===== config.mk =====
export PLATFORM = sky130hd
export DESIGN_NAME = tmr_cc_channel
export DESIGN_NICKNAME = d
export VERILOG_FILES = /design/src/rtl/tmr_cc_channel.sv
export SDC_FILE = /design/constraint.sdc
export NUM_CORES = 1
export LEC_CHECK = 0
export ABC_AREA = 1
export BUFFER_PORTS_ARGS = -buffer_cell sky130_fd_sc_hd__buf_2
export CAP_MARGIN = 40
export CORE_MARGIN = 8
export CORE_UTILIZATION = 40
export CTS_CLUSTER_DIAMETER = 200
export DETAILED_ROUTE_END_ITERATION = 10
export GPL_TIMING_DRIVEN = 0
export PLACE_DENSITY = 0.72
export SETUP_SLACK_MARGIN = 0.02
export SYNTH_ARGS = -nofsm -noshare
export SYNTH_HDL_FRONTEND = slang
export SYNTH_SLANG_ARGS = --single-unit

===== constraint.sdc =====
create_clock -name clk -period 2.1 [get_ports clk]
set_input_delay 0.21 -clock clk [delete_from_list [all_inputs] [get_ports clk]]
set_output_delay 0.21 -clock clk [all_outputs]
set_load 0.02 [all_outputs]

===== src/rtl/tmr_cc_channel.sv =====
module tmr_cc_channel #(
  parameter int VAL_W          = 32,
  parameter bit RES_SELECTABLE = 1'b1,
  parameter bit FIXED_FINE     = 1'b0
) (
  input  logic             clk,
  input  logic             rst_n,
  input  logic [VAL_W-1:0] time_coarse,
  input  logic [VAL_W-1:0] time_fine,
  input  logic             pin_in,
  input  logic             cfg_we,
  input  logic [4:0]       cfg_wdata,
  input  logic [VAL_W-1:0] wr_data,
  input  logic             val_we,
  input  logic             sr_we,
  input  logic             arm_set,
  input  logic             arm_clr,
  input  logic             out_we,
  input  logic             out_wdata,
  output logic [VAL_W-1:0] val_q,
  output logic [4:0]       cfg_q,
  output logic             evt_pulse,
  output logic             out_bit,
  output logic             armed
);

  typedef enum logic [1:0] {ST_IDLE = 2'd0, ST_CAPT = 2'd1, ST_CMP = 2'd2} st_e;

  st_e              state_q, state_d;
  logic [3:0]       cfg_lo_q;
  logic             pin_q;
  logic             fine_sel;
  logic             edge_hit;
  logic             cap_hit, cmp_hit, hit;
  logic [VAL_W-1:0] time_sel;

  always_ff @(posedge clk or negedge rst_n)
    if (!rst_n)      cfg_lo_q <= '0;
    else if (cfg_we) cfg_lo_q <= cfg_wdata[3:0];

  generate
    if (RES_SELECTABLE) begin : g_res_sel
      logic fine_q;
      always_ff @(posedge clk or negedge rst_n)
        if (!rst_n)      fine_q <= 1'b0;
        else if (cfg_we) fine_q <= cfg_wdata[4];
      assign fine_sel = fine_q;
    end else begin : g_res_fixed
      assign fine_sel = FIXED_FINE;
    end
  endgenerate

  assign cfg_q    = {fine_sel, cfg_lo_q};
  assign time_sel = fine_sel ? time_fine : time_coarse;

  always_ff @(posedge clk or negedge rst_n)
    if (!rst_n) pin_q <= 1'b0;
    else        pin_q <= pin_in;

  always_comb begin
    unique case (cfg_lo_q[2:1])
      2'd1:    edge_hit = pin_q & ~pin_in;
      2'd2:    edge_hit = pin_q ^ pin_in;
      default: edge_hit = pin_in & ~pin_q;
    endcase
  end

  assign cap_hit = (state_q == ST_CAPT) && edge_hit;
  assign cmp_hit = (state_q == ST_CMP) && (time_sel == val_q);
  assign hit     = cap_hit | cmp_hit;

  always_comb begin
    state_d = state_q;
    if (cfg_we)
      state_d = cfg_wdata[0] ? ST_CAPT : ST_IDLE;
    else if (val_we)
      state_d = ST_CMP;
    else if (arm_clr)
      state_d = ST_IDLE;
    else if (arm_set && state_q != ST_CAPT)
      state_d = ST_CMP;
    else if (cap_hit)
      state_d = cfg_lo_q[3] ? ST_CAPT : ST_IDLE;
    else if (cmp_hit)
      state_d = ST_IDLE;
  end

  always_ff @(posedge clk or negedge rst_n)
    if (!rst_n) state_q <= ST_IDLE;
    else        state_q <= state_d;

  always_ff @(posedge clk or negedge rst_n)
    if (!rst_n)               val_q <= '0;
    else if (val_we || sr_we) val_q <= wr_data;
    else if (cap_hit)         val_q <= time_sel;

  always_ff @(posedge clk or negedge rst_n)
    if (!rst_n) begin
      evt_pulse <= 1'b0;
      out_bit   <= 1'b0;
    end else begin
      evt_pulse <= hit;
      if (hit)         out_bit <= 1'b1;
      else if (out_we) out_bit <= out_wdata;
    end

  assign armed = (state_q != ST_IDLE);

endmodule


Yosys cells after proc, flatten, opt, wreduce, memory -nomap -nowiden

Cells that the tools add are included.

Equal/unequal tests: 6
Muxes and demuxes: 14
Bitwise gates (word level): 6
Reduce and logical (&&, ||, !) cells: 8

Operators with widths:

| kind               | count |
|---|---|
| $mux 32            | 3 |
| $eq 32x32->1       | 1 |
| $mux 2             | 6 |
| $reduce_bool 2->1  | 3 |
| $reduce_bool 6->1  | 1 |
| $eq 2x1->1 const B | 2 |
| $eq 2x2->1 const B | 2 |
| $mux 1             | 4 |
| $logic_and 1x1->1  | 3 |
| $and 1x1->1        | 2 |
| $ne 2x1->1 const B | 1 |
| $not 1->1          | 2 |
| $pmux 1 s2         | 1 |
| $logic_or 1x1->1   | 1 |
| $or 1x1->1         | 1 |
| $xor 1x1->1        | 1 |

Register bits after elaboration: 42
Input bits: 111
Output and inout bits: 40
Word-level logic and storage cells: 41

Logic depth before layout (Yosys ltp)

Gate-level depths: netlist of the first run.

Depth in word-level cells: 9
Gate-level depth with buffers: 13
Gate-level depth less buffers: 13

Worst setup path before layout of the first run

No wires, ideal clock.

Path kind: reg2reg
Start: reg cfg_lo_q[1]
End: reg val_q[0]
Setup time: 0.135 ns
Arrival time: 1.689 ns
Data required time: 1.965 ns
Path slack: 0.277 ns
Stages on the path, launching flop included: 9
Buffers on the path: 1
Period minus slack after synthesis: 1.823 ns
Cell sequence: dfrtp_1 > inv_1 > ha_1 > a21oi_1 > o21ai_1 > nand4_1 > nand2_1 > clkbuf_1 > o211ai_1

Word-level cells in the longest chain between the ends: 4
Elaborated cells on any way between the ends: 5
Those cells by class: 2 x eq/ne; 1 x mux; 2 x reduce/logical

Ends and longest elaborated chain:

| item                                     | RTL line | RTL |
|---|---|---|
| start, declared                          | 30       | `logic [3:0] cfg_lo_q;` |
| start signal, assigned                   | 39       | `else if (cfg_we) cfg_lo_q <= cfg_wdata[3:0];` |
| $eq 2x2->1 or $eq 2x1->1 (tied branches) | 61       | `unique case (cfg_lo_q[2:1])` |
| $pmux 1 s2 *                             | 61       |  |
| $logic_and 1x1->1 *                      | 68       | `assign cap_hit = (state_q == ST_CAPT) && edge_hit;` |
| $reduce_bool 2->1 (no source line) *     | n/a      |  |
| end signal, assigned                     | 94       | `else if (val_we \|\| sr_we) val_q <= wr_data;` |
| end signal, assigned                     | 95       | `else if (cap_hit) val_q <= time_sel;` |
| end, declared                            | 20       | `output logic [VAL_W-1:0] val_q,` |

Every way passes the cells marked *; elsewhere a longest branch is shown, timed or not.
A chain may end at the register's enable or synchronous reset.

Worst setup path in the final report of the first run

Start: in val_we
End: reg val_q[9]

Word-level cells in the longest chain between the ends: 2
Elaborated cells on any way between the ends: 3
Those cells by class: 1 x mux; 2 x reduce/logical

Ends and longest elaborated chain:

| item                                         | RTL line | RTL |
|---|---|---|
| start, declared                              | 14       | `input logic val_we,` |
| $logic_or 1x1->1 *                           | 94       |  |
| $mux 32 or $reduce_bool 2->1 (tied branches) | n/a      |  |

Marks and branches as above.

==> run_results.csv, run 1 <==
group,metric,value,unit
floorplan,coreArea,0.007098,mm2
floorplan,die_x,100.7,um
final_layout,fill_cells,751,
clock_tree,root_buffer,"clkbuf_8",
sta,worst_pin_slew,823.6,ps
logic_synthesis,avgSynthCellArea,6.398,um2
final_layout,layout.cells.non_filler,709,
final_layout,drive_gt1_share,29.56,%
placed_design,place_congestion,0.8423,
logic_synthesis,synth_warnings,0,
logic_synthesis,postSynthCellCount,448,
clock_tree,clk_latency,300,ps
floorplan,io_pins,151,
route,viasPerCell,4.821,
logic_synthesis,yosysSeqAreaShare,36.67,%
final_layout,regArea,0.001051,mm2
clock_tree,cts_htree_levels,2,
placed_design,dp_hpwl,8.331,mm
worst_setup_path,critPathSlowestCell,"nor2_1",
final_layout,fin_area,0.003905,mm2
grt,antenna_found_initial,0,
worst_setup_path,cp-end-kind,"register",
logic_synthesis,netlist_top_cells_area,"dfrtp_1 (37%), nand2_1 (28%), inv_1 (6.5%)",
grt,grt_pass1_wl,16.35,mm
clock_tree,clk_pin_slew_worst_paths,80,ps
final_layout,syn_to_final_growth,36.23,%
logic_synthesis,mappedNetlistNets,563,
flow_run,cap_violations,0,
worst_setup_path,cp.required,2270,ps
logic_synthesis,synthDistinctLibCells,25,
final_layout,post-route-util,55.02,%
route,drc_errors,0,
worst_setup_path,path_buf_inv,4,
clock_tree,cts_tree,"built",
sta,setup_viol,0,
floorplan,die_area,0.01013,mm2
sta,relSlewSlack,44.89,%
worst_setup_path,cp_data_arrival_time,2100,ps
clock_tree,cts_buffers,5,
placed_design,postPlaceCellArea,0.003761,mm2
logic_synthesis,syn_area,0.002866,mm2
final_layout,multiInputGateArea,0.001548,mm2
placed_design,dp.cells,698,
logic_synthesis,synth_top_area_share,36.67,%
route,drt_iter0_drc,99,
worst_setup_path,path_cells,"buf_2, nor2_1, inv_1, clkbuf_1, clkbuf_1, nand2_1, o221ai_1",
route,final_antenna_net_count,0,
sta,fmax,520.1,MHz
sta,rsz0062_at_grt,"false",
worst_setup_path,cp_common_cell,"clkbuf_1",
sta,min_period,1923,ps
final_layout,nets,723,
floorplan,num_rows,31,
sta,finalHoldViolations,0,
grt,grt-ovfl-total,0,
grt,grt_max_degree,26,
route,wl_per_cell,14.76,um
clock_tree,cts_sinks,42,
status,status,"complete, no violations",
grt,grt_util_all_layers,20.54,%
clock_tree,cts_max_path_buffers,2,
worst_setup_path,crit_type,"input pin to register",
worst_setup_path,slowest_delay,630,ps
sta,period_share,91.56,%
logic_synthesis,synth_seq_cells,42,
power_and_ir_drop,power_leakage,0.002291,uW
floorplan,start_util,40.38,%
route,dr_total_vias,3418,
power_and_ir_drop,irDropWorstVdd,0.0003071,V
logic_synthesis,yosysTopAreaCell,"dfrtp_1",
sta,report.final.slew_viol_count,0,
route,wl,10.47,mm
worst_setup_path,crit_fanout,10,
placed_design,io_buffers,150,
floorplan,die_y,100.7,um
grt,grt_pass1_vias,3493,
sta,skew,3.836,ps
worst_hold_path,hold_path_class,"input pin to register",
route,drtPass1Iterations,4,
worst_setup_path,start_kind,"input pin",
power_and_ir_drop,p_per_area,586.5,mW/mm2
worst_setup_path,cp_top_family,"buffers and inverters",
[synthesized netlist by cell type, drive strengths merged]
cell	number
a21oi	5
a31oi	1
a32oi	1
buf	11
clkbuf	5
dfrtp	42
ha	4
inv	54
mux2i	1
nand2	214
nand3	35
nand3b	7
nand4	2
nor2	20
nor3	1
o211ai	16
o21ai	17
o221ai	3
o22ai	4
xor2	5
[area by class of cell]
cell class	count	area share, %
multi-input combinational	336	39.63
sequential	42	26.91
timing repair buffer	154	20.38
tap	99	3.172
inverter	54	5.255
clock buffer	6	2.115
clock inverter	2	0.3204
buffer	15	2.147
antenna	1	0.06408
[where the power goes]
| group | switching (uW) | total, uW | internal, uW |
|---|---|---|---|
| logic | 486 | 785 | 299 |
| clock network | 298 | 562 | 265 |
| registers | 61.0 | 943 | 882 |
[final timing paths]
kind                              from          end  slack, ps  cells past startpoint
setup / recovery                val_we     val_q[9]        180                      7
hold / removal                  pin_in        pin_q         50                      1
setup reg to reg           cfg_lo_q[1]    val_q[31]        200                      9
hold reg to reg            cfg_lo_q[0]  cfg_lo_q[0]        470                      2
max in group asynchronous        rst_n    val_q[20]       1220                      3
min in group asynchronous        rst_n     val_q[1]        390                      2
[per-layer routing]
metal / GRT usage [%] / up-vias / part of all wire, %
met5: 0 / - / 0
met4: 7.791 / 0 / 2.5
met3: 6.354 / 23 / 9.6
met2: 34.74 / 132 / 47
met1: 23.60 / 1529 / 41
li1: - / 1734 / -
[cells by family (layout without fill, tap and decap cells)]
family / count (synthesis) / in the layout / share of synthesized area, %
simple gates: 279 / 279 / 39.20
buf+inv: 70 / 231 / 10.04
compound gates: 47 / 47 / 10.48
flops: 42 / 42 / 36.67
xor+xnor: 5 / 5 / 1.528
fa+ha+maj: 4 / 4 / 1.746
mux: 1 / 1 / 0.3492
other cells: 0 / 1 / 0
[flip-flops by register name, summed over array words and instances (netlist names)]
| register | cells |
|---|---|
| cfg_lo_q | 4 |
| evt_pulse | 1 |
| fine_sel | 1 |
| out_bit | 1 |
| pin_q | 1 |
| state_q | 2 |
| val_q | 32 |
[through the flow]
step	total power (uW)	TNS [ps]	worst slack [ps]	hold slack (ps)
final	2290	0	177.2	48.30
after CTS	2305	0	54.17	40.81
after global placement	1715	-1542	-101.7	354.8
after floorplan	1412	0	276.8	-85.59
after global routing	2438	0	37.27	41.61
after detailed placement	1738	-2242	-148.7	190.4
[cells in the final DEF, fill, tap and decap left out, drive strengths merged, types with 7 or more instances in the layout]
master  Yosys  routed
buf        11     162
clkbuf      5      12
dfrtp      42      42
inv        54      54
nand2     214     214
nand3      35      35
nand3b      7       7
nor2       20      20
o211ai     16      16
o21ai      17      17
[what timing repair did]
| action | in CTS | in global routing |
|---|---|---|
| setup buffers | 0 | 2 |
| endpoints found under the setup margin | 20 | 31 |
| hold buffers | 1 | 0 |
| endpoints found under the hold margin | 17 | 0 |
| pin swaps | 0 | 1 |
| resized for setup | 3 | 6 |
Note: power is estimated with default switching activity, not from simulation.
==> run 2, diff against run 1 <==
--- a/config.mk
+++ b/config.mk
@@ -6,11 +6,12 @@
 export NUM_CORES = 1
 export LEC_CHECK = 0
 export ABC_AREA = 1
-export BUFFER_PORTS_ARGS = -buffer_cell sky130_fd_sc_hd__buf_2
+export BUFFER_PORTS_ARGS = -buffer_cell sky130_fd_sc_hd__buf_4
 export CAP_MARGIN = 40
 export CORE_MARGIN = 8
 export CORE_UTILIZATION = 40
 export CTS_CLUSTER_DIAMETER = 200
+export CTS_CLUSTER_SIZE = 28
 export DETAILED_ROUTE_END_ITERATION = 10
 export GPL_TIMING_DRIVEN = 0
 export PLACE_DENSITY = 0.72
==> run 2 against run 1 <==
  * Cell count decreased by 0.28%
  * Routed wire length increased by 1.6%
  * Register-to-register slack about the same
  * Hold slack got worse by 12 ps
  * Fmax increased by 1.9%
  * Sequential cell count unchanged
  * Non-clock buffer count decreased by 1
  * Combinational power increased by 11%
  * Clock power about the same
  * Highest routed layer unchanged
==> run_results.csv, run 2 (synthesis results as in run 1) <==
group,metric,value,unit
final_layout,mostFrequentLayoutCell,"nand2_1",
worst_setup_path,path_cells,"buf_4, buf_6, nand2_1, nand2_1, nand2_1, o21ai_0, nor2_1, nand2_1, nor2_1, nand3_2, nand3_1, nand2_1",
grt,grt_pass1_wl,16.56,mm
route,drtPass1Iterations,4,
worst_hold_path,hold_path_class,"input pin to register",
sta,holdWs,36.21,ps
route,final_antenna_net_count,0,
sta,relSlewSlack,49.59,%
placed_design,place_congestion,0.8275,
sta,finalHoldViolations,0,
placed_design,io_buffers,150,
worst_setup_path,critPathSlowestCell,"dfrtp_1",
worst_setup_path,cp-endpoint,"state_q[0]",
final_layout,largestRegisters,"val_q x32, cfg_lo_q x4, state_q x2",
final_layout,regMostFlops,"val_q",
floorplan,num_rows,31,
floorplan,die_x,100.7,um
clock_tree,root_buffer,"clkbuf_8",
route,wl_per_cell,15.04,um
worst_setup_path,cp_common_cell,"nand2_1",
worst_setup_path,r2r_cells,12,
final_layout,drive_gt1_share,29.28,%
final_layout,final_cell_mix,"nand2_1 (213), buf_4 (154), inv_1 (50)",
final_layout,syn_to_final_growth,48.28,%
route,drc_errors,0,
clock_tree,cts_max_path_buffers,2,
worst_setup_path,slowest_delay,440,ps
worst_setup_path,reg2reg_to,"state_q[0]",
final_layout,largest_reg_flops,32,
sta,tns,0,ps
route,viasPerCell,4.833,
worst_setup_path,start_kind,"register",
sta,fmax,529.9,MHz
route,dr_total_vias,3417,
sta,min_period,1887,ps
flow_run,cap_violations,0,
final_layout,antenna_cells,0,
grt,antenna_found_initial,0,
clock_tree,clk_latency,300,ps
sta,worst_pin_slew,753.4,ps
sta,period_share,89.86,%
grt,grt-ovfl-total,0,
sta,rsz0062_at_grt,"false",
power_and_ir_drop,p_per_area,560.6,mW/mm2
clock_tree,cts_htree_levels,2,
sta,setup_viol,0,
power_and_ir_drop,irDropWorstVdd,0.0003287,V
worst_setup_path,crit_fanout,10,
floorplan,die_y,100.7,um
route,drt_iter0_drc,131,
floorplan,io_pins,151,
worst_setup_path,cp-end-kind,"register",
grt,grt_util_all_layers,20.85,%
worst_setup_path,cp.required,2290,ps
placed_design,dp_hpwl,8.380,mm
worst_setup_path,reg2reg_from,"fine_sel",
sta,skew,5.760,ps
final_layout,post-route-util,59.88,%
power_and_ir_drop,total_power,2383,uW
grt,grt_pass1_vias,3454,
worst_setup_path,r2r_slack,210,ps
final_layout,fill_cells,730,
clock_tree,clk_pin_slew_worst_paths,80,ps
route,wl,10.63,mm
worst_setup_path,cp_data_arrival_time,2080,ps
grt,grt_max_degree,43,
power_and_ir_drop,power_leakage,0.002408,uW
floorplan,start_util,40.38,%
clock_tree,cts_buffers,5,
sta,report.final.slew_viol_count,0,
final_layout,nets,722,
status,status,"complete, no violations",
clock_tree,cts_sinks,42,
worst_setup_path,crit_start,"fine_sel",
worst_setup_path,crit_type,"register to register",
clock_tree,cts_tree,"built",
floorplan,die_area,0.01013,mm2
floorplan,coreArea,0.007098,mm2
run 2: cell types whose count changed in the layout (fill, tap and decap cells not counted):
cell / before / now
clkbuf_1: 4 / 5
diode_2: 1 / 0
clkbuf_4: 1 / 0
inv_4: 1 / 0
clkinv_2: 1 / 2
clkinvlp_4: 1 / 0
buf_12: 1 / 0
buf_4: 4 / 154
buf_2: 156 / 7
run 2: worst min-delay path by stage:
stage,from,endpoint,depth (start not counted)
finish,pin_in,pin_q,1
global route,pin_in,pin_q,1
CTS,pin_in,pin_q,1
detailed placement,rst_n,val_q[1],1
global placement,rst_n,val_q[1],1
floorplan,rst_n,cfg_lo_q[0],0
run 2: routing by layer:
layer	global-route usage (%)	routed length (um)
met1	24.08	4307
met4	5.349	119
met5	0	0
met2	36.02	5135
met3	6.768	1070
run 2: cell type report:
| type | instances | area [um2] | share of cell area [%] |
|---|---|---|---|
| Multi-Input combinational cell | 336 | 1548 | 36.41 |
| Timing Repair Buffer | 153 | 1151 | 27.08 |
| Sequential cell | 42 | 1051 | 24.73 |
| Inverter | 54 | 203.9 | 4.798 |
| Tap cell | 99 | 123.9 | 2.914 |
| Clock buffer | 7 | 86.33 | 2.031 |
| Buffer | 15 | 81.33 | 1.913 |
| Clock inverter | 1 | 5.005 | 0.1178 |
run 2: report_power, final:
| part | internal, uW | switching [uW] | total [uW] |
|---|---|---|---|
| sequential | 882 | 63.7 | 946 |
| combinational | 390 | 484 | 874 |
| clock | 266 | 297 | 563 |
run 2: worst max-delay path: cells and delay by family, from the launching register on:
| kind | cells | cell delay, ps |
|---|---|---|
| DFF | 1 | 440 |
| AOI/OAI and AO/OA | 1 | 70 |
| and+or+nand+nor | 9 | 890 |
| buffers and inverters | 2 | 380 |
run 2: what timing repair did:
action                                 4_1_cts  5_1_grt
hold buffers                                 1        0
setup endpoints to repair                   20       34
resized for setup                            2        5
pin swaps                                    0        1
endpoints found under the hold margin       42        0
buffers inserted                             0        2
run 2: stage by stage:
stage	cells	cell area, um2	setup slack (ps)
2_1_floorplan	448	2867	276.8
3_3_place_gp	697	4116	-121.2
3_5_place_dp	697	4116	-132.2
4_1_cts	705	4217	17.70
5_1_grt	707	4250	29.54
6_report	707	4250	213.0
==> run 3, diff against run 2 <==
--- a/config.mk
+++ b/config.mk
@@ -15,6 +15,7 @@
 export DETAILED_ROUTE_END_ITERATION = 10
 export GPL_TIMING_DRIVEN = 0
 export PLACE_DENSITY = 0.72
+export RECOVER_POWER = 25
 export SETUP_SLACK_MARGIN = 0.02
 export SYNTH_ARGS = -nofsm -noshare
 export SYNTH_HDL_FRONTEND = slang
==> run 3 against run 2 <==
  * Hold slack improved by 25 ps
  * Total power is 0.14% lower
  * Sequential power about the same
  * Clock-buffer cell count stayed put
  * Critical path depth is 1 higher
  * Highest routed layer unchanged
  * Routed wire length is 0.66% higher
  * Non-clock buffer count unchanged
  * Combinational power is essentially flat
  * Worst setup slack lost 5.8 ps
  * Utilization decreased by 0.088 points
  * Sequential share of layout area about the same
==> run_results.csv, run 3 (synthesis results as in run 1) <==
group,metric,value,unit
worst_hold_path,hold_path_class,"input pin to register",
clock_tree,cts_tree,"built",
sta,skew,4.653,ps
power_and_ir_drop,p_per_area,560.6,mW/mm2
power_and_ir_drop,pwr-share-clk,23.5,%
worst_setup_path,r2r_slack,210,ps
placed_design,place_ws,-132.2,ps
power_and_ir_drop,internal_power,1536,uW
power_and_ir_drop,power_leakage,0.002403,uW
power_and_ir_drop,netSwitchingFraction,35.43,%
worst_setup_path,reg2reg_to,"state_q[0]",
grt,met2_usage,36.02,%
grt,grt_util_all_layers,20.85,%
placed_design,place_congestion,0.8275,
route,wl_per_cell,15.14,um
power_and_ir_drop,irDropWorstVdd,0.0003288,V
final_layout,nets,722,
sta,rsz0062_at_grt,"false",
clock_tree,cts_htree_levels,2,
worst_setup_path,cp-end-kind,"register",
clock_tree,clk_latency,300,ps
placed_design,postPlaceCellArea,0.004116,mm2
floorplan,io_pins,151,
final_layout,final_cell_mix,"nand2_1 (213), buf_4 (151), inv_1 (50)",
route,drt_iter0_drc,125,
placed_design,io_buffers,150,
floorplan,die_area,0.01013,mm2
sta,setup_viol,0,
route,drc_errors,0,
route,dr_total_vias,3410,
worst_hold_path,whs_path_depth,1,
clock_tree,cts_buffers,5,
worst_setup_path,cp_common_cell,"nand2_1",
grt,grt_pass1_vias,3454,
grt,grt.busiest_layer,"met2",
floorplan,num_rows,31,
sta,tns,0,ps
power_and_ir_drop,seqPwrFrac,39.8,%
sta,report.final.slew_viol_count,0,
clock_tree,clk_pin_slew_worst_paths,80,ps
route,wl,10.70,mm
placed_design,dp_hpwl,8.380,mm
route,viasPerCell,4.823,
route,final_antenna_net_count,0,
final_layout,regMostFlops,"val_q",
grt,grt_max_degree,43,
power_and_ir_drop,pwr-share-comb,36.7,%
final_layout,mostFrequentLayoutCell,"nand2_1",
status,status,"complete, no violations",
worst_setup_path,path_cells,"inv_2, buf_2, nand2_1, nand3_1, nand2_1, inv_1, nand2_1, nor2_1, nand2_1, nor2_1, nand3_2, nand3_1, nand2_1",
sta,worst_pin_slew,1129,ps
grt,use_met3,6.768,%
floorplan,coreArea,0.007098,mm2
worst_setup_path,r2r_cells,13,
sta,period_share,90.13,%
sta,setup_ws,207.3,ps
worst_hold_path,min_to,"pin_q",
power_and_ir_drop,p_sw,842.9,uW
worst_setup_path,crit_fanout,10,
clock_tree,root_buffer,"clkbuf_8",
worst_hold_path,holdCritStartpoint,"pin_in",
sta,finalHoldViolations,0,
floorplan,start_util,40.38,%
final_layout,antenna_cells,0,
sta,min_period,1893,ps
clock_tree,cts_max_path_buffers,2,
worst_setup_path,reg2reg_from,"fine_sel",
final_layout,syn_to_final_growth,48.06,%
grt,antenna_found_initial,0,
route,drtPass1Iterations,4,
worst_setup_path,slowest_delay,440,ps
worst_setup_path,crit_type,"register to register",
floorplan,die_y,100.7,um
grt,grt-ovfl-total,0,
floorplan,die_x,100.7,um
final_layout,largestRegisters,"val_q x32, cfg_lo_q x4, state_q x2",
worst_setup_path,critPathSlowestCell,"dfrtp_1",
final_layout,largest_reg_flops,32,
flow_run,cap_violations,0,
sta,fmax,528.3,MHz
worst_setup_path,cp_data_arrival_time,2080,ps
sta,relSlewSlack,24.73,%
final_layout,fin_area,0.004244,mm2
worst_setup_path,cp.required,2290,ps
final_layout,fill_cells,730,
worst_setup_path,start_kind,"register",
clock_tree,cts_sinks,42,
grt,met1_usage,24.08,%
grt,grt_pass1_wl,16.56,mm
final_layout,drive_gt1_share,29.11,%
==> run 3: cell count changes in the layout (fill, tap and decap cells not counted), sizes merged <==
cell,previous run,this run
clkbuf,12,15
buf,162,159
==> run 3: per-layer routing <==
metal	up-vias	share of wire, %
li1	1730	-
met2	113	49
met1	1557	42
met5	-	0
met4	0	1.1
met3	10	8.5
==> run 3: worst max-delay path by stage <==
stage	depth (start not counted)	slack, ps	endpoint	startpoint
4_1_cts	9	20	val_q[19]	cfg_lo_q[1]
3_5_place_dp	8	-130	val_q[19]	cfg_lo_q[1]
2_1_floorplan	8	280	val_q[0]	cfg_lo_q[1]
5_1_grt	13	30	state_q[0]	fine_sel
6_report	13	210	state_q[0]	fine_sel
3_3_place_gp	8	-120	val_q[3]	cfg_lo_q[1]
==> run 3: critical path: cells and delay by family (launching register included) <==
family                 cells  cell delay (ps)
AND/OR/NAND/NOR           10              940
buffers and inverters      3              410
flip-flops                 1              440
==> run 3: through the flow <==
step,utilization (%),power (uW),std cells,hold slack (ps)
5_1_grt,59.79,2532,707,55.95
6_report,59.79,2379,707,61.45
2_1_floorplan,-,1412,448,-85.59
3_5_place_dp,57.99,1832,697,251.8
3_3_place_gp,57.99,1818,697,254.3
4_1_cts,59.40,2403,705,27.73
==> run 3: final cells by class <==
type	instances	area, um2	area share [%]
Inverter	54	203.9	4.805
Tap cell	99	123.9	2.919
Clock inverter	1	5.005	0.1179
Sequential cell	42	1051	24.76
Buffer	15	81.33	1.916
Clock buffer	7	86.33	2.034
Multi-Input combinational cell	336	1548	36.47
Timing Repair Buffer	153	1145	26.98
==> run 3: repair_timing <==
| action | CTS | global route |
|---|---|---|
| hold buffers | 1 | 0 |
| setup endpoints to repair | 20 | 34 |
| pin swaps | 0 | 1 |
| setup buffers | 0 | 2 |
| gates resized for setup | 2 | 5 |
| hold endpoints to repair | 42 | 0 |
==> run 3: power by group through the flow <==
stage / combinational [uW] / sequential [uW] / clock (uW)
after floorplan: 374 / 1040 / 0
after global placement: 861 / 957 / 0
after detailed placement: 872 / 960 / 0
after CTS: 877 / 945 / 581
after global routing: 968 / 957 / 607
final: 874 / 946 / 559
